===== src/rtl/aud_dma_pkg.sv =====
package aud_dma_pkg;
  typedef enum logic [1:0] {
    MV_IDLE  = 2'd0,
    MV_CHECK = 2'd1,
    MV_MEM   = 2'd2,
    MV_HAND  = 2'd3
  } mv_state_e;
endpackage


===== src/rtl/aud_dma_sizer.sv =====
// Burst length: smallest of remaining count, audio level and chunk cap.
module aud_dma_sizer #(
  parameter int RW    = 24,
  parameter int LW    = 16,
  parameter int CHUNK = 4096,
  localparam int CW   = $clog2(CHUNK + 1)
) (
  input  logic [RW-1:0] rem,
  input  logic [LW-1:0] level,
  output logic [CW-1:0] len
);
  logic [31:0] r_ext, l_ext, m_val;

  always_comb begin
    r_ext = 32'(rem);
    l_ext = 32'(level);
    m_val = (r_ext < l_ext) ? r_ext : l_ext;
    if (m_val > 32'(CHUNK)) m_val = 32'(CHUNK);
    len = CW'(m_val);
  end
endmodule


===== src/rtl/aud_dma_mover.sv =====
// Byte mover: one burst of up to len bytes between memory and audio stream.
module aud_dma_mover
  import aud_dma_pkg::*;
#(
  parameter bit CAPTURE = 1'b0,
  parameter int CW      = 13,
  parameter int AW      = 32
) (
  input  logic          clk,
  input  logic          rst_n,
  input  logic          start,
  input  logic [CW-1:0] len,
  input  logic [AW-1:0] cur_addr,
  output logic          busy,
  output logic          moved,
  output logic          burst_end,
  output logic          snk_valid,
  input  logic          snk_ready,
  output logic [7:0]    snk_data,
  input  logic          src_valid,
  output logic          src_ready,
  input  logic [7:0]    src_data,
  output logic          mem_req,
  output logic          mem_we,
  output logic [AW-1:0] mem_addr,
  output logic [7:0]    mem_wdata,
  input  logic [7:0]    mem_rdata,
  input  logic          mem_ack
);
  mv_state_e   state_q, state_d;
  logic [CW-1:0] cnt_q;
  logic [7:0]  data_q;
  logic        ld_data;
  logic [7:0]  data_in;

  always_comb begin
    state_d   = state_q;
    moved     = 1'b0;
    burst_end = 1'b0;
    src_ready = 1'b0;
    snk_valid = 1'b0;
    mem_req   = 1'b0;
    ld_data   = 1'b0;
    data_in   = CAPTURE ? src_data : mem_rdata;
    case (state_q)
      MV_IDLE: if (start) state_d = MV_CHECK;
      MV_CHECK: begin
        if (cnt_q == '0) begin
          burst_end = 1'b1;
          state_d   = MV_IDLE;
        end else if (CAPTURE) begin
          if (src_valid) begin
            src_ready = 1'b1;
            ld_data   = 1'b1;
            state_d   = MV_MEM;
          end else begin
            burst_end = 1'b1;
            state_d   = MV_IDLE;
          end
        end else if (snk_ready) begin
          state_d = MV_MEM;
        end else begin
          burst_end = 1'b1;
          state_d   = MV_IDLE;
        end
      end
      MV_MEM: begin
        mem_req = 1'b1;
        if (mem_ack) begin
          if (CAPTURE) begin
            moved   = 1'b1;
            state_d = MV_CHECK;
          end else begin
            ld_data = 1'b1;
            state_d = MV_HAND;
          end
        end
      end
      MV_HAND: begin
        snk_valid = 1'b1;
        if (snk_ready) begin
          moved   = 1'b1;
          state_d = MV_CHECK;
        end
      end
      default: state_d = MV_IDLE;
    endcase
  end

  always_ff @(posedge clk) begin
    if (!rst_n) begin
      state_q <= MV_IDLE;
      cnt_q   <= '0;
      data_q  <= '0;
    end else begin
      state_q <= state_d;
      if (state_q == MV_IDLE && start) cnt_q <= len;
      else if (moved)                  cnt_q <= cnt_q - 1'b1;
      if (ld_data) data_q <= data_in;
    end
  end

  assign busy      = (state_q != MV_IDLE);
  assign mem_we    = CAPTURE;
  assign mem_addr  = cur_addr;
  assign mem_wdata = data_q;
  assign snk_data  = data_q;

  p_valid_hold_r4: assert property (@(posedge clk) disable iff (!rst_n)
    snk_valid && !snk_ready |=> snk_valid && $stable(snk_data));
  p_req_stable_r10: assert property (@(posedge clk) disable iff (!rst_n)
    mem_req && !mem_ack |=> mem_req && $stable(mem_addr));
  p_burst_nonempty_r2: assert property (@(posedge clk) disable iff (!rst_n)
    (state_q == MV_IDLE) && start |=> cnt_q != '0);
endmodule


===== src/rtl/aud_dma_regs.sv =====
// Enable, address and remaining registers plus completion pulse.
module aud_dma_regs #(
  parameter int AW = 32,
  parameter int RW = 24
) (
  input  logic          clk,
  input  logic          rst_n,
  input  logic          cfg_en_we,
  input  logic          cfg_en_val,
  input  logic          cfg_addr_we,
  input  logic          cfg_rem_we,
  input  logic [AW-1:0] cfg_wdata,
  input  logic          busy,
  input  logic          moved,
  input  logic          burst_end,
  output logic          en_q,
  output logic [AW-1:0] addr_q,
  output logic [RW-1:0] rem_q,
  output logic          irq_q
);
  always_ff @(posedge clk) begin
    if (!rst_n) begin
      en_q   <= 1'b0;
      addr_q <= '0;
      rem_q  <= '0;
      irq_q  <= 1'b0;
    end else begin
      if (cfg_en_we) en_q <= cfg_en_val;
      if (!busy && cfg_addr_we) addr_q <= cfg_wdata;
      else if (moved)           addr_q <= addr_q + 1'b1;
      if (!busy && cfg_rem_we)  rem_q <= cfg_wdata[RW-1:0];
      else if (moved)           rem_q <= rem_q - 1'b1;
      irq_q <= burst_end && en_q && (rem_q == '0);
    end
  end

  p_irq_single_r7: assert property (@(posedge clk) disable iff (!rst_n)
    irq_q |=> !irq_q);
  p_irq_at_zero_r7: assert property (@(posedge clk) disable iff (!rst_n)
    irq_q |-> rem_q == '0);
  p_addr_step_r3: assert property (@(posedge clk) disable iff (!rst_n)
    moved |=> addr_q == $past(addr_q) + 1'b1);
  p_frozen_busy_r9: assert property (@(posedge clk) disable iff (!rst_n)
    busy && !moved |=> $stable(addr_q) && $stable(rem_q));
endmodule


===== src/rtl/aud_dma_chan.sv =====
// One direction of an audio sample DMA engine.
module aud_dma_chan #(
  parameter bit CAPTURE = 1'b0,
  parameter int AW      = 32,
  parameter int RW      = 24,
  parameter int LW      = 16,
  parameter int CHUNK   = 4096,
  localparam int CW     = $clog2(CHUNK + 1)
) (
  input  logic          clk,
  input  logic          rst_n,
  input  logic          cfg_en_we,
  input  logic          cfg_en_val,
  input  logic          cfg_addr_we,
  input  logic          cfg_rem_we,
  input  logic [AW-1:0] cfg_wdata,
  output logic          stream_on,
  output logic [AW-1:0] cur_addr,
  output logic [RW-1:0] cur_rem,
  output logic          done_irq,
  input  logic [LW-1:0] aud_level,
  output logic          snk_valid,
  input  logic          snk_ready,
  output logic [7:0]    snk_data,
  input  logic          src_valid,
  output logic          src_ready,
  input  logic [7:0]    src_data,
  output logic          mem_req,
  output logic          mem_we,
  output logic [AW-1:0] mem_addr,
  output logic [7:0]    mem_wdata,
  input  logic [7:0]    mem_rdata,
  input  logic          mem_ack
);
  logic          busy, moved, burst_end, start, en_q;
  logic [CW-1:0] len;

  aud_dma_regs #(.AW(AW), .RW(RW)) u_regs (
    .clk(clk), .rst_n(rst_n),
    .cfg_en_we(cfg_en_we), .cfg_en_val(cfg_en_val),
    .cfg_addr_we(cfg_addr_we), .cfg_rem_we(cfg_rem_we), .cfg_wdata(cfg_wdata),
    .busy(busy), .moved(moved), .burst_end(burst_end),
    .en_q(en_q), .addr_q(cur_addr), .rem_q(cur_rem), .irq_q(done_irq)
  );

  aud_dma_sizer #(.RW(RW), .LW(LW), .CHUNK(CHUNK)) u_sizer (
    .rem(cur_rem), .level(aud_level), .len(len)
  );

  assign start     = !busy && en_q && (len != '0) && !cfg_addr_we && !cfg_rem_we;
  assign stream_on = en_q;

  aud_dma_mover #(.CAPTURE(CAPTURE), .CW(CW), .AW(AW)) u_mover (
    .clk(clk), .rst_n(rst_n), .start(start), .len(len), .cur_addr(cur_addr),
    .busy(busy), .moved(moved), .burst_end(burst_end),
    .snk_valid(snk_valid), .snk_ready(snk_ready), .snk_data(snk_data),
    .src_valid(src_valid), .src_ready(src_ready), .src_data(src_data),
    .mem_req(mem_req), .mem_we(mem_we), .mem_addr(mem_addr),
    .mem_wdata(mem_wdata), .mem_rdata(mem_rdata), .mem_ack(mem_ack)
  );

  p_off_stays_idle_r8: assert property (@(posedge clk) disable iff (!rst_n)
    !busy && !stream_on |=> !busy);
  p_zero_level_idle_r2: assert property (@(posedge clk) disable iff (!rst_n)
    !busy && (aud_level == '0) |=> !busy);
endmodule


===== config.mk =====
export PLATFORM = sky130hd
export DESIGN_NAME = aud_dma_chan
export DESIGN_NICKNAME = d
export VERILOG_FILES = /design/src/rtl/aud_dma_pkg.sv /design/src/rtl/aud_dma_sizer.sv /design/src/rtl/aud_dma_mover.sv /design/src/rtl/aud_dma_regs.sv /design/src/rtl/aud_dma_chan.sv
export SDC_FILE = /design/constraint.sdc
export NUM_CORES = 1
export LEC_CHECK = 0
export BUFFER_PORTS_ARGS = -buffer_cell sky130_fd_sc_hd__buf_2
export CORE_ASPECT_RATIO = 0.7
export CORE_MARGIN = 2
export CORE_UTILIZATION = 32
export DETAILED_ROUTE_END_ITERATION = 7
export PLACE_DENSITY = 0.62
export SLEW_MARGIN = 20
export SYNTH_ARGS = -nofsm -noshare
export SYNTH_HDL_FRONTEND = slang
export SYNTH_SLANG_ARGS = --single-unit
export TNS_END_PERCENT = 10

===== constraint.sdc =====
create_clock -name clk -period 2.9 [get_ports clk]
set_input_delay 0.145 -clock clk [delete_from_list [all_inputs] [get_ports clk]]
set_output_delay 0.145 -clock clk [all_outputs]
set_load 0.005 [all_outputs]

# Word level (Yosys, flattened, before mapping)
# Cells that the tools add are included.
[totals]
register_bits = 81
output_inout_bits = 110
elab_cells = 62
[classes]
addsub = 3
magnitude_cmp = 2
eq_ne = 6
muxes = 23
n_reduce_logical = 21
[op_table]
columns = ["cell", "n"]
rows = [
  ["$mux 24", 3],
  ["$mux 32", 2],
  ["$mux 13", 3],
  ["$add 32x1->32 const B", 1],
  ["$gt 24x13->1 const B", 1],
  ["$logic_not 24->1", 1],
  ["$lt 24x16->1", 1],
  ["$sub 24x1->24 const B", 1],
  ["$logic_not 13->1", 1],
  ["$reduce_bool 13->1", 1],
  ["$sub 13x1->13 const B", 1],
  ["$mux 2", 5],
  ["$logic_and 1x1->1", 9],
  ["$mux 1", 9],
  ["$pmux 2 s4", 1],
  ["$reduce_bool 2->1", 4],
  ["$eq 2x2->1 const B", 2],
  ["$ne 2x2->1 const B", 2],
  ["$logic_not 1->1", 3],
  ["$reduce_and 3->1", 1],
  ["$eq 2x1->1 const B", 1],
  ["$logic_not 2->1", 1],
  ["$ne 2x1->1 const B", 1],
]

# Longest topological paths before layout
# Gate-level depths: netlist of the first run.
[logic_depth]
ltp_word = 10
depth_mapped = 11
ltp_nobuf = 9

# Cells and area by module
# A second synthesis of the first run with hierarchy kept.
[unflattened]
hier_cells = 741
hier_area_um2 = 5804.3
[modules_own_cells]
columns = ["mod", "n_inst", "cells_each", "area_per_inst_um2"]
rows = [
  ["aud_dma_regs", 1, 428, 3379.5],
  ["aud_dma_mover", 1, 198, 1594.0],
  ["aud_dma_sizer", 1, 109, 784.5],
  ["aud_dma_chan", 1, 6, 46.3],
]

# Least setup slack after synthesis of the first run
# No wires, ideal clock.
[synth_timing]
path_type = "reg2reg"
start = "register u_regs.rem_q[6]"
end = "register u_mover.cnt_q[1]"
setup_time_ns = 0.119
arrival_time_ns = 2.391
required_ns = 2.781
slack_ns = 0.390
path_stages_with_launch = 11
n_path_buf = 2
period_less_slack_ns = 2.510
cell_sequence = "dfxtp_1 ha_1 a21o_1 a211oi_1 o21ai_0 a311o_1 buf_2 mux2i_2 nand2b_1 buf_2 o221a_2"
[synth_via]
elab_chain_len = 10
elab_cells_between_ends = 11
cone_classes = "order compare: 2; mux: 3; reduce/logical: 6"
[synth_lines]
columns = ["element", "line", "text"]
rows = [
  ["start: declaration", "aud_dma_regs.sv:18", "output logic [RW-1:0] rem_q,"],
  ["start signal: assignment", "aud_dma_regs.sv:31", "if (!busy && cfg_rem_we) rem_q <= cfg_wdata[RW-1:0];"],
  ["start signal: assignment", "aud_dma_regs.sv:32", "else if (moved) rem_q <= rem_q - 1'b1;"],
  ["$lt 24x16->1", "aud_dma_sizer.sv:17", "m_val = (r_ext < l_ext) ? r_ext : l_ext;"],
  ["$mux 24 (*)", "aud_dma_sizer.sv:17", ""],
  ["$gt 24x13->1", "aud_dma_sizer.sv:18", "if (m_val > 32'(CHUNK)) m_val = 32'(CHUNK);"],
  ["$mux 13 (*)", "aud_dma_sizer.sv:18", ""],
  ["$reduce_bool 13->1", "aud_dma_chan.sv:50", "assign start = !busy && en_q && (len != '0) && !cfg_addr_we && !cfg_rem_we;"],
  ["$logic_and 1x1->1 (3 in series)", "aud_dma_chan.sv:50", ""],
  ["$logic_and 1x1->1", "aud_dma_mover.sv:97", "if (state_q == MV_IDLE && start) cnt_q <= len;"],
  ["$mux 13 / $reduce_bool 2->1 (equally long branches)", "n/a", ""],
  ["end signal: assignment", "aud_dma_mover.sv:97", ""],
  ["end signal: assignment", "aud_dma_mover.sv:98", "else if (moved) cnt_q <= cnt_q - 1'b1;"],
  ["end: declaration", "aud_dma_mover.sv:31", "logic [CW-1:0] cnt_q;"],
]
# Mark *: on every way between the ends. The rest lies on a longest branch, timed or not.
# A chain may end at the register's enable or synchronous reset.

# Final worst setup path of the first run
[layout_timing]
start = "register u_regs.rem_q[18]"
end = "register u_mover.state_q[1]"
[layout_via]
elab_chain_len = 10
[layout_lines]
columns = ["element", "line", "text"]
rows = [
  ["$lt 24x16->1", "aud_dma_sizer.sv:17", ""],
  ["$mux 24 (*)", "aud_dma_sizer.sv:17", ""],
  ["$gt 24x13->1", "aud_dma_sizer.sv:18", ""],
  ["$mux 13 (*)", "aud_dma_sizer.sv:18", ""],
  ["$reduce_bool 13->1 (*)", "aud_dma_chan.sv:50", ""],
  ["$logic_and 1x1->1 (*) (3 in series)", "aud_dma_chan.sv:50", ""],
  ["$ne 2x1->1 (no source line) (*)", "n/a", ""],
  ["$reduce_and 3->1 (no source line) (*)", "n/a", ""],
  ["end signal: assignment", "aud_dma_mover.sv:96", "state_q <= state_d;"],
  ["end: declaration", "aud_dma_mover.sv:30", "mv_state_e state_q, state_d;"],
]
# Marked as above.

==> run summary, run 1 <==
The tree is rooted in a sky130_fd_sc_hd__clkbuf_16. The remaining antenna violation count after routing came out at 0. The placeable core region came out at 15600 um^2. The wire length of the first global-routing pass came out at 24500 um. The per-cell via count in the routed design came out at 5.08.

Final hold analysis gives a worst-case slack of 0.0394 ns. The clock passes through at most 2 buffers. The floorplan die width is 155 um. The count of yosys warnings during synthesis came out at 0. Among all stages on the critical path, the largest delay is contributed by sky130_fd_sc_hd__or4_1.

The detailed-route wire length came out at 16000 um. At the end of the flow the core is filled with cells to 0.405. During I/O placement, the number of pins put on the boundary was 183.

The fraction of final layout cells sized beyond drive strength 1 is 0.298. The number of failing setup endpoints in the final timing report is 0. Sorting the synthesized cells by area gives the leading types as sky130_fd_sc_hd__dfxtp_1, sky130_fd_sc_hd__buf_4, sky130_fd_sc_hd__ha_1. The remaining global-route overflow came out at 0. The analysis attributes to net switching a power of 1.42 mW. The antenna diode instance count came out at 0. The placed wire-length estimate came out at 12400 um.

The maximum fanout along the worst path came out at 8. The leading cell type by number of instances after synthesis is sky130_fd_sc_hd__dfxtp_1. The average instance in the mapped netlist occupies 8.15 um^2. CTS built an H-tree with a depth of 3.

Of all cell types, the one taking the most synthesized area is sky130_fd_sc_hd__dfxtp_1. For this run, the slowest stage of the critical path takes 0.60 ns. The fraction of synthesis flops using an asynchronous set or reset pin is 0. The TritonCTS sink count came out at 81. Measured against its own limit, the worst slew margin works out to 0.450.

The placement row count came out at 38. The power per unit of standard cell area is 623 nW/um^2. The kind of capture point of the worst setup path is a flop.

The worst setup slack before clock tree synthesis is 0.200 ns. The share of the clock period used by the worst path after layout is 0.928. Relative to the synthesized area, the layout overhead comes to 23.3%. The placed standard-cell area came out at 6020 um^2. In this run, post-CTS repair resized a total of 0 instances. The power share of the sequential group is 0.381.

Setup repair after global routing left no endpoint under its margin. The number of setup buffers added after CTS is 0. The area of the die is 17100 um^2.

The worst IR drop on VDD is 287 uV. TritonCTS built the clock tree. The final count of hold timing violations came to 0.

The setup total negative slack is 0 ns. The initial core utilization is 0.329. The detailed-router iteration count before antenna repair is 4. The cell-internal power came out at 2.52 mW. Across the run, the number of max-cap violations was 0. The worst setup margin is 0.210 ns. The number of vias in the routed layout came out at 4945. The worst-case clock skew is 0.0104 ns.

The post-synthesis cell count is 629. In this run, synthesis inferred 0 flip-flops with an integrated enable. The per-cell routed wire length came out at 16.4 um. The sum of internal, switching and leakage power is 3.94 mW. The final standard cell area without fillers is 6320 um^2.

On the critical path the largest part of the delay comes from simple AND/OR/NAND/NOR gates. The non-filler instance count after layout is 974. During placement, the flow inserted port buffers numbering 171. The pin count of the biggest net entering global routing came out at 44.

The number of remaining DRC errors is 0. The setup path with the least slack is of type flop to flop. The number of buffers created by CTS is 9. For this design, the CTS-stage hold fixing added 0 buffers.

For this run, the register share of the synthesized area comes to 0.316. The routed design could run at a clock period as short as 2.69 ns. The commonest cells after synthesis are sky130_fd_sc_hd__dfxtp_1, sky130_fd_sc_hd__nor2_1, sky130_fd_sc_hd__buf_4, sky130_fd_sc_hd__nand2_1, sky130_fd_sc_hd__a211oi_1. The overall global routing resource usage came out at 0.185. The share of total power dissipated in combinational logic is 0.317. Clock-pin slew was measured on the worst setup and hold paths at 0.06 ns. The maximum frequency from static timing analysis is 0.372 GHz. The via count of the first global-routing pass came out at 4398. Clock latency on the worst-skew pair, taken at its later pin, is 0.35 ns. The clock share of power is 0.301. The cell area after technology mapping came out at 5130 um^2.

The number of placed instances, taps included, is 958. The class of the tightest hold or removal check is input port to flop. The net count of the finished layout came out at 865. The endpoint arrival time on the critical path is 2.97 ns. The number of buffers and inverters on the critical path came out at 1. The worst setup path is launched from a flop. The flow ran to the end, and the final reports show no timing, DRC or antenna violations. The number of synthesized register bits is 81. The overall die height is 110 um. The initial antenna violation count is 0.

The switching share of power came out at 0.361. For the worst setup path, the data required time is 3.18 ns. The number of pins exceeding their max-slew limit in the final report is 0.

The prevailing post-synth register cell is sky130_fd_sc_hd__dfxtp_1. In this run, the number of DRC markers left after iteration 0 of detailed routing was 307. The routability congestion estimate from global placement is 0.880. The area share of the largest cell type after synthesis is 0.316. The count of different cell masters after synthesis came out at 55. Walking the worst path, the cells encountered are or4_1 > nor3_2 > o211ai_1 > a311o_1 > mux2i_2 > buf_4 > o221a_2 > mux2i_1.

The actual transition at the worst max-transition pin is 0.824 ns. Summed over all cells, the static leakage comes to 2.91 nW.
logic make-up after synthesis:
family	share of synthesized area
buffers and inverters	0.106
adders and majority gates	0.0561
other	0.000731
xor gates and xnor gates	0.0939
and+or+nand+nor	0.217
DFF	0.316
muxes	0.0381
AOI/OAI and AO/OA	0.172
layout make-up:
cell class              instances  area (um^2)
multi-input cells             448         2970
repair buffers                199         1070
clock buffers                   9          225
fillers                      1661         9270
clock inverters                 7         77.6
well taps                     200          250
flip-flops and latches         81         1620
inverters                      30          113
worst register-to-register path: cells and delay by family, from the launching register on:
| family | cells | cell delay (ns) |
|---|---|---|
| simple gates | 2 | 0.82 |
| compound gates | 3 | 0.73 |
| flops | 1 | 0.37 |
| buf+inv | 1 | 0.23 |
| mux | 2 | 0.48 |
worst paths after layout:
| kind | cells past startpoint | endpoint | slack (ns) | startpoint |
|---|---|---|---|---|
| max | 8 | u_mover.state_q[1] | 0.21 | u_regs.rem_q[18] |
| min | 3 | u_regs.en_q | 0.04 | cfg_en_val |
| max reg2reg | 8 | u_mover.state_q[1] | 0.21 | u_regs.rem_q[18] |
| min reg2reg | 2 | u_mover.mem_wdata[6] | 0.46 | u_mover.mem_wdata[6] |
per-layer routing:
metal	track usage	wire length (um)
met1	0.290	8510
met2	0.258	6330
met3	0.0359	1050
met4	0.0393	122
met5	0	0
cells in the final DEF (no fill, tap or decap), types with 3 or more instances in the layout:
| master | instances |
|---|---|
| sky130_fd_sc_hd__mux2i_1 | 17 |
| sky130_fd_sc_hd__nand2_1 | 39 |
| sky130_fd_sc_hd__o22ai_1 | 5 |
| sky130_fd_sc_hd__and3_1 | 4 |
| sky130_fd_sc_hd__or3_1 | 9 |
| sky130_fd_sc_hd__nor3_2 | 3 |
| sky130_fd_sc_hd__ha_1 | 23 |
| sky130_fd_sc_hd__clkbuf_16 | 9 |
| sky130_fd_sc_hd__dfxtp_1 | 81 |
| sky130_fd_sc_hd__nand2b_1 | 5 |
| sky130_fd_sc_hd__o211a_1 | 7 |
| sky130_fd_sc_hd__buf_2 | 171 |
| sky130_fd_sc_hd__inv_1 | 29 |
| sky130_fd_sc_hd__nand4_1 | 9 |
| sky130_fd_sc_hd__buf_4 | 28 |
| sky130_fd_sc_hd__and4_1 | 5 |
| sky130_fd_sc_hd__a211oi_1 | 32 |
| sky130_fd_sc_hd__nand3_1 | 31 |
| sky130_fd_sc_hd__a311oi_1 | 9 |
| sky130_fd_sc_hd__nor2b_1 | 4 |
| sky130_fd_sc_hd__a21oi_1 | 29 |
| sky130_fd_sc_hd__o21ai_0 | 28 |
| sky130_fd_sc_hd__o22a_1 | 3 |
| sky130_fd_sc_hd__o211ai_1 | 4 |
| sky130_fd_sc_hd__nor2_1 | 65 |
| sky130_fd_sc_hd__xor2_1 | 29 |
| sky130_fd_sc_hd__xnor2_1 | 26 |
| sky130_fd_sc_hd__o221a_2 | 3 |
| sky130_fd_sc_hd__nor3_1 | 16 |
| sky130_fd_sc_hd__nor4_1 | 13 |
state kept, by name, summed over array words and instances (netlist names):
name / count
u_regs.rem_q: 24
u_regs.irq_q: 1
u_regs.en_q: 1
u_mover.cnt_q: 13
u_mover.mem_wdata: 8
u_regs.addr_q: 32
u_mover.state_q: 2
power groups by stage:
| stage | registers, mW | clock network, mW | logic, mW |
|---|---|---|---|
| floorplan | 1.51 | 0 | 0.796 |
| global placement | 1.52 | 0 | 1.24 |
| detailed placement | 1.52 | 0 | 1.24 |
| CTS | 1.50 | 1.21 | 1.25 |
| global route | 1.53 | 1.26 | 1.39 |
| finish | 1.50 | 1.19 | 1.25 |
Power figures use the tool's default switching activity.
==> run 2, diff against run 1 <==
--- a/config.mk
+++ b/config.mk
@@ -7,7 +7,6 @@
 export LEC_CHECK = 0
 export BUFFER_PORTS_ARGS = -buffer_cell sky130_fd_sc_hd__buf_2
 export CORE_ASPECT_RATIO = 0.7
-export CORE_MARGIN = 2
 export CORE_UTILIZATION = 32
 export DETAILED_ROUTE_END_ITERATION = 7
 export PLACE_DENSITY = 0.62
==> constraint.sdc (replaced) <==
create_clock -name clk -period 2.9 [get_ports clk]
set_input_delay 0.58 -clock clk [delete_from_list [all_inputs] [get_ports clk]]
set_output_delay 0.58 -clock clk [all_outputs]
set_load 0.005 [all_outputs]
==> run summary, run 2 (synthesis gave the netlist of run 1 again) <==
Setup repair after global routing left no endpoint under its margin. The class of the tightest hold or removal check is flop to flop. The count of pins on the block boundary came out at 183 (unchanged). The worst reg2reg path depth came out at 7 (-1). The routability congestion estimate from global placement came out at 0.869 (-1.2%). The overall global routing resource usage is 0.196 (+0.0106). The placed wire-length estimate came out at 12000 um (-3.3%). The number of pins exceeding their max-slew limit in the final report is 0 (unchanged). Clock tree synthesis selected as its root buffer the cell sky130_fd_sc_hd__clkbuf_16. In this run the critical register-to-register path is captured at u_mover.cnt_q[1]. The fraction of final layout cells sized beyond drive strength 1 came out at 0.296 (-0.00258). The area of the die came out at 16500 um^2 (-3.1%). The actual transition at the worst max-transition pin came out at 1.05 ns (+0.228 ns). The pin count of the biggest net entering global routing came to 56 (+27%).

The wire length of the first global-routing pass came out at 25300 um (+3.5%). The number of vias in the routed layout came out at 4968 (+0.47%). The critical path in this run is classified as flop to flop. The number of buffers created by CTS is 9 (unchanged). The sum of internal, switching and leakage power came out at 3.80 mW (-3.7%). The number of buffers inserted by post-CTS setup repair came out at 0 (unchanged). The instance count along the most critical hold path was 2 (-1).

The number of buffers and inverters on the critical path is 0 (-1). The clock share of power is 0.274 (-0.027). The number of buffers added on ports is 171 (unchanged). The number of DRC violations after detailed-routing iteration 0 is 324 (+5.5%).

Leaving out fill and tap cells, the most frequent cell in the layout is sky130_fd_sc_hd__buf_2. The clock period minus worst slack was 2.71 ns (+0.0212 ns). The maximum fanout along the worst path came out at 8 (unchanged). Among all stages on the critical path, the largest delay is contributed by sky130_fd_sc_hd__or4_1. The hold-fix buffer count after cts is 0 (unchanged). The floorplan die width is 153 um (-1.3%). The TritonCTS sink count was 81 (unchanged). The area of the multi-input gates is 2970 um^2 (+0.17%). The setup total negative slack came to 0 ns (unchanged). The share of the clock period used by the worst path after layout is 0.935 (+0.00732).

The flip-flop count of the largest register after layout was 32 (unchanged). The logic gate share of total power is 0.325 (+0.008). The antenna diode instance count came out at 0 (unchanged).

STA classifies the critical path endpoint as a flop. The cell family contributing the most delay on the critical path is simple AND/OR/NAND/NOR gates. The delay of the slowest cell on the worst path is 0.61 ns (about the same). The data required time of the critical path is 3.13 ns (-0.05 ns). The detailed-router iteration count before antenna repair is 5 (+1). The placeable core region is 15600 um^2 (unchanged).

The footprint of the flip-flops and latches is 1620 um^2 (unchanged). The worst-skew pair later-pin latency is 0.34 ns (about the same). In the layout the commonest cells are sky130_fd_sc_hd__buf_2, sky130_fd_sc_hd__dfxtp_1, sky130_fd_sc_hd__nor2_1. For hold timing, the worst endpoint is u_mover.mem_wdata[0]. The number of fill cells is 1647 (-0.84%).

The maximum frequency from static timing analysis came to 0.369 GHz (-0.78%). The relative max-transition margin was 0.298 (-0.152). The via count of the first global-routing pass came out at 4606 (+4.7%). The signed area change from the synthesized netlist to the final layout came out at 22.7%. The final count of hold timing violations is 0 (unchanged). The initial antenna violation count was 0 (unchanged). The reg-to-reg setup timing slack came out at 0.19 ns (-0.02 ns). The signal on the critical path passes through or4_1 > nor3_2 > o211ai_1 > a311o_1 > mux2i_2 > nand2b_1 > o221a_2. The cell leakage power was 2.90 nW (-0.38%).

The run finished with clean final reports. The number of maximum-capacitance constraint violations is 0 (unchanged). The cell-internal power is 2.42 mW (-3.8%). The per-cell via count in the routed design came out at 5.10 (+0.47%). The number of failing setup endpoints in the final timing report was 0 (unchanged).

The category of the worst setup path launch point is a flop. The power per unit of standard cell area came out at 603 nW/um^2 (-3.2%). The worst-case clock skew came out at 0.00606 ns (-0.00430 ns). The reported net switching power was 1.37 mW (-3.5%). The switching share of power came out at 0.362 (+0.000747).

The remaining antenna violation count after routing is 0 (unchanged). The endpoint arrival time on the critical path came out at 2.94 ns (-0.03 ns). The remaining global-route overflow is 0 (unchanged). u_regs.addr_q holds more flip-flops than any other register. The number of buffers on the longest clock path came out at 2 (unchanged).

The per-cell routed wire length is 16.2 um (-1.4%). The initial core utilization came out at 0.329 (unchanged). The placement row count is 38 (unchanged). The worst IR drop on VDD came out at 254 uV (-12%). The worst register-to-register path begins at u_regs.rem_q[18]. The final hold slack came to 0.465 ns (+0.426 ns). TritonCTS built the clock tree.

The net count of the finished layout came out at 865 (unchanged). In this run the most critical hold path is launched from u_mover.mem_wdata[0]. The overall die height came out at 108 um (-1.8%). The number of remaining DRC errors came to 0 (unchanged). The detailed-route wire length is 15800 um (-1.4%).

The power share of the sequential group is 0.401 (+0.020). The number of H-tree levels came out at 3 (unchanged). In the final layout, the registers with the most flip-flops are u_regs.addr_q x32, u_regs.rem_q x24, u_mover.cnt_q x13. The register clock-pin slew on the reported worst setup and hold paths is 0.06 ns (about the same).
run 2: changes by cell type in the layout (fill, tap and decap cells not counted), sizes merged:
| cell | delta |
|---|---|
| inv | -2 |
| clkbuf | +3 |
| bufinv | -1 |
| clkinv | +1 |
| clkinvlp | -1 |
run 2: how the worst max path moves through the flow:
stage	cells after the start	end	startpoint
after floorplan	11	u_mover.cnt_q[1]	aud_level[6]
final	7	u_mover.cnt_q[1]	u_regs.rem_q[18]
after detailed placement	10	u_mover.cnt_q[1]	aud_level[6]
after global routing	8	u_mover.state_q[1]	u_regs.rem_q[18]
after global placement	10	u_mover.cnt_q[1]	aud_level[6]
after CTS	8	u_mover.state_q[1]	u_regs.rem_q[18]
run 2: layout make-up:
type / count / area share
Clock inverter: 4 / 0.00318
Tap cell: 200 / 0.0398
Inverter: 30 / 0.0179
Sequential cell: 81 / 0.258
Timing Repair Buffer: 199 / 0.171
Clock buffer: 12 / 0.0376
Multi-Input combinational cell: 448 / 0.473
run 2: routing by layer:
metal	GRT usage	share of wire	wire length, um
met1	0.293	0.53	8400
met2	0.280	0.40	6280
met4	0.0426	0.0079	124
met3	0.0455	0.063	988
met5	0	0	0
run 2: metrics by stage:
stage | cell area [um^2] | setup slack [ns] | utilization | cells
floorplan | 5130 | 0.187 | - | 630
global placement | 6030 | 0.0287 | 0.387 | 958
detailed placement | 6030 | 0.0204 | 0.387 | 958
CTS | 6290 | 0.223 | 0.403 | 974
global route | 6290 | 0.0405 | 0.404 | 974
finish | 6290 | 0.189 | 0.404 | 974
run 2: power groups by stage:
stage | clock [mW] | sequential (mW) | combinational [mW]
floorplan | 0 | 1.51 | 0.796
global placement | 0 | 1.54 | 1.21
detailed placement | 0 | 1.54 | 1.22
CTS | 1.07 | 1.52 | 1.23
global route | 1.12 | 1.56 | 1.38
finish | 1.04 | 1.52 | 1.23
run 2: repair_timing:
| item | 4_1_cts | 5_1_grt |
|---|---|---|
| setup endpoints to repair | 0 | 1 |
| gates resized for setup | 0 | 1 |
| hold endpoints to repair | 0 | 0 |
run 2: tightest hold or removal path: stages (launching register included):
cell and delay (ns):
sky130_fd_sc_hd__dfxtp_1 0.31, sky130_fd_sc_hd__nand2_1 0.05, sky130_fd_sc_hd__a21oi_1 0.05
==> run 3, diff against run 2 <==
--- a/config.mk
+++ b/config.mk
@@ -6,10 +6,11 @@
 export NUM_CORES = 1
 export LEC_CHECK = 0
 export BUFFER_PORTS_ARGS = -buffer_cell sky130_fd_sc_hd__buf_2
+export CAP_MARGIN = 20
 export CORE_ASPECT_RATIO = 0.7
-export CORE_UTILIZATION = 32
+export CORE_UTILIZATION = 51
 export DETAILED_ROUTE_END_ITERATION = 7
-export PLACE_DENSITY = 0.62
+export PLACE_DENSITY = 0.88
 export SLEW_MARGIN = 20
 export SYNTH_ARGS = -nofsm -noshare
 export SYNTH_HDL_FRONTEND = slang
==> run summary, run 3 (synthesis gave the netlist of run 1 again) <==
The reg-to-reg setup timing slack was 0.19 ns (about the same). The signed area change from the synthesized netlist to the final layout came out at 22.0%. The worst-skew pair later-pin latency came out at 0.34 ns (about the same). The largest registers in the layout are u_regs.addr_q x32, u_regs.rem_q x24, u_mover.cnt_q x13.

The net count of the finished layout came out at 869 (+0.46%). The fraction of final layout cells sized beyond drive strength 1 is 0.299 (+0.00310). The number of buffers on the longest clock path is 2 (unchanged). The quantity of gates resized following cts was 0 (unchanged). The endpoint arrival time on the critical path is 2.98 ns (+0.04 ns). The clock period minus worst slack came out at 2.72 ns (+0.00679 ns). The remaining global-route overflow came out at 0 (unchanged). The placement row count was 30 (-21%). The pin count of the biggest net entering global routing is 56 (unchanged).

The placed instance count is 890 (-7.1%). The per-cell routed wire length came out at 16.3 um (+0.76%). The register with the most flip-flops in the final layout is u_regs.addr_q. The initial antenna violation count came out at 0 (unchanged). The number of vias in the routed layout is 5226 (+5.2%). The endpoint of the worst-slack reg-to-reg timing path is u_mover.state_q[1]. For hold timing, the worst endpoint is u_mover.mem_wdata[7]. The library cell used most frequently in the layout, excluding fill and tap cells, is sky130_fd_sc_hd__buf_2. The TritonCTS sink count was 81 (unchanged). On the critical path, the stage with the largest delay is an instance of sky130_fd_sc_hd__a2111oi_0.

The worst setup slack before clock tree synthesis is -0.0224 ns (-0.0428 ns). The detailed-route wire length is 14800 um (-6.5%). The via count of the first global-routing pass came out at 4585 (-0.46%). The final cell utilization of the core is 0.644 (+0.240). The number of failing setup endpoints in the final timing report is 0 (unchanged). The placeable core region is 9720 um^2 (-38%). The delay of the slowest cell on the worst path is 0.48 ns (-0.13 ns). The worst IR drop on VDD came out at 328 uV (+29%). The worst reg2reg path depth was 8 (+1). The data required time of the critical path came out at 3.16 ns (+0.03 ns). The instance count along the most critical hold path came out at 2 (unchanged). In the layout the commonest cells are sky130_fd_sc_hd__buf_2, sky130_fd_sc_hd__dfxtp_1, sky130_fd_sc_hd__nor2_1. The area of the multi-input gates is 2970 um^2 (-0.17%). The antenna diode instance count came out at 0 (unchanged). The overall global routing resource usage came to 0.283 (+0.0867). The worst setup path is of the input port to flop kind. Walking the worst path, the cells encountered are buf_2 > inv_1 > ha_1 > a2111oi_0 > o21ai_0 > a311o_1 > mux2i_2 > buf_4 > o221a_2 > mux2i_1. The actual transition at the worst max-transition pin came to 1.01 ns (-0.0447 ns). The relative max-transition margin came out at 0.328 (+0.0298). The buffer cell driving the clock tree root is sky130_fd_sc_hd__clkbuf_16. The detailed-router iteration count before antenna repair is 5 (unchanged). The number of buffers added on ports is 171 (unchanged). The kind of capture point of the worst setup path is a flop. The run finished with clean final reports. The worst setup margin is 0.182 ns (-0.00679 ns). The number of maximum-capacitance constraint violations came out at 0 (unchanged). The number of buffers created by CTS came out at 9 (unchanged). The number of fill cells is 842 (-49%). The placed wire-length estimate is 10900 um (-9.0%). The remaining antenna violation count after routing is 0 (unchanged). The routability congestion estimate from global placement is 0.989 (+14%).

The sum of internal, switching and leakage power came to 3.91 mW (+3.0%). The number of pins exceeding their max-slew limit in the final report came out at 0 (unchanged). The count of pins on the block boundary came out at 183 (unchanged). The wire length of the first global-routing pass is 23000 um (-9.3%). The worst-case clock skew is 0.00683 ns (+0.000769 ns).

The register clock-pin slew on the reported worst setup and hold paths is 0.06 ns (about the same). The number of buffers inserted by post-CTS setup repair was 0 (unchanged). The overall die height came out at 85.9 um (-20%). The maximum frequency from static timing analysis is 0.368 GHz (-0.25%).

Setup repair after global routing left no endpoint under its margin. STA classifies the critical path startpoint as an input port. The number of remaining DRC errors came out at 0 (unchanged). The final count of hold timing violations came out at 0 (unchanged). The per-cell via count in the routed design came to 5.78 (+13%). The number of DRC violations after detailed-routing iteration 0 was 443 (+37%). TritonCTS built the clock tree.

The non-filler instance count after layout came out at 904 (-7.2%). The class of the tightest hold or removal check is flop to flop. The footprint of the flip-flops and latches is 1620 um^2 (unchanged). The hold-fix buffer count after cts came out at 0 (unchanged).

The number of H-tree levels is 3 (unchanged). The share of the clock period used by the worst path after layout is 0.937 (+0.00234). The maximum fanout along the worst path is 8 (unchanged). The startpoint of the lowest-slack hold path is u_mover.mem_wdata[7]. The area of the die was 10500 um^2 (-37%). The floorplan die width is 122 um (-21%). The startpoint identified for the worst register-to-register timing path is u_regs.rem_q[18].

The cell leakage power came to 2.92 nW (+0.87%). The flip-flop count of the largest register after layout is 32 (unchanged). The initial core utilization came out at 0.528 (+0.199). The power per unit of standard cell area is 625 nW/um^2 (+3.6%).
run 3: cell types whose count changed in the layout (fill, tap and decap cells not counted), sizes merged:
cell	previous run	this run
buf	199	203
bufinv	0	1
clkbuf	12	11
clkinv	4	1
clkinvlp	0	1
run 3: routing by layer:
metal  vias to the layer above  GRT usage  part of all wire
met4                         0     0.0819             0.014
met3                        29     0.0672             0.087
met2                       261      0.423              0.44
met1                      2448      0.401              0.46
met5                         -          0                 0
li1                       2488          -                 -
run 3: per-stage QoR:
step | setup TNS [ns] | hold WS (ns) | cell area, um^2
3_5_place_dp | -0.0364 | 0.457 | 5970
4_1_cts | 0 | 0.465 | 6260
5_1_grt | 0 | 0.487 | 6260
3_3_place_gp | 0 | 0.453 | 5970
2_1_floorplan | 0 | 0.466 | 5130
6_report | 0 | 0.465 | 6260
run 3: worst max-delay path, delay by kind of cell:
family                     cells  cell delay, ns
muxes                          2            0.45
adders and majority gates      1            0.27
AOI/OAI and AO/OA              4            1.31
buffers and inverters          3            0.35
run 3: how the worst max path moves through the flow:
stage                                  start                  to  slack (ns)  cells after the start
final                           aud_level[1]  u_mover.state_q[1]        0.18                     10
after global routing      u_mover.state_q[0]    u_regs.rem_q[23]        0.03                      9
after CTS                       aud_level[1]    u_mover.cnt_q[4]        0.21                     10
after detailed placement        aud_level[6]    u_mover.cnt_q[4]       -0.02                     11
after global placement          aud_level[6]    u_mover.cnt_q[4]       0.003                     11
after floorplan                 aud_level[6]    u_mover.cnt_q[1]        0.19                     11
run 3: area by class of cell:
cell class,count,share of cell area
Clock buffer,11,0.0388
Clock inverter,3,0.00680
Inverter,30,0.0180
Multi-Input combinational cell,448,0.475
Sequential cell,81,0.259
Tap cell,128,0.0256
Timing Repair Buffer,203,0.177
run 3: where the power goes:
part | total [mW] | switching, mW | leakage [nW] | internal [mW]
combinational | 1.27 | 0.680 | 2.12 | 0.594
sequential | 1.50 | 0.230 | 0.667 | 1.27
clock | 1.13 | 0.452 | 0.137 | 0.680
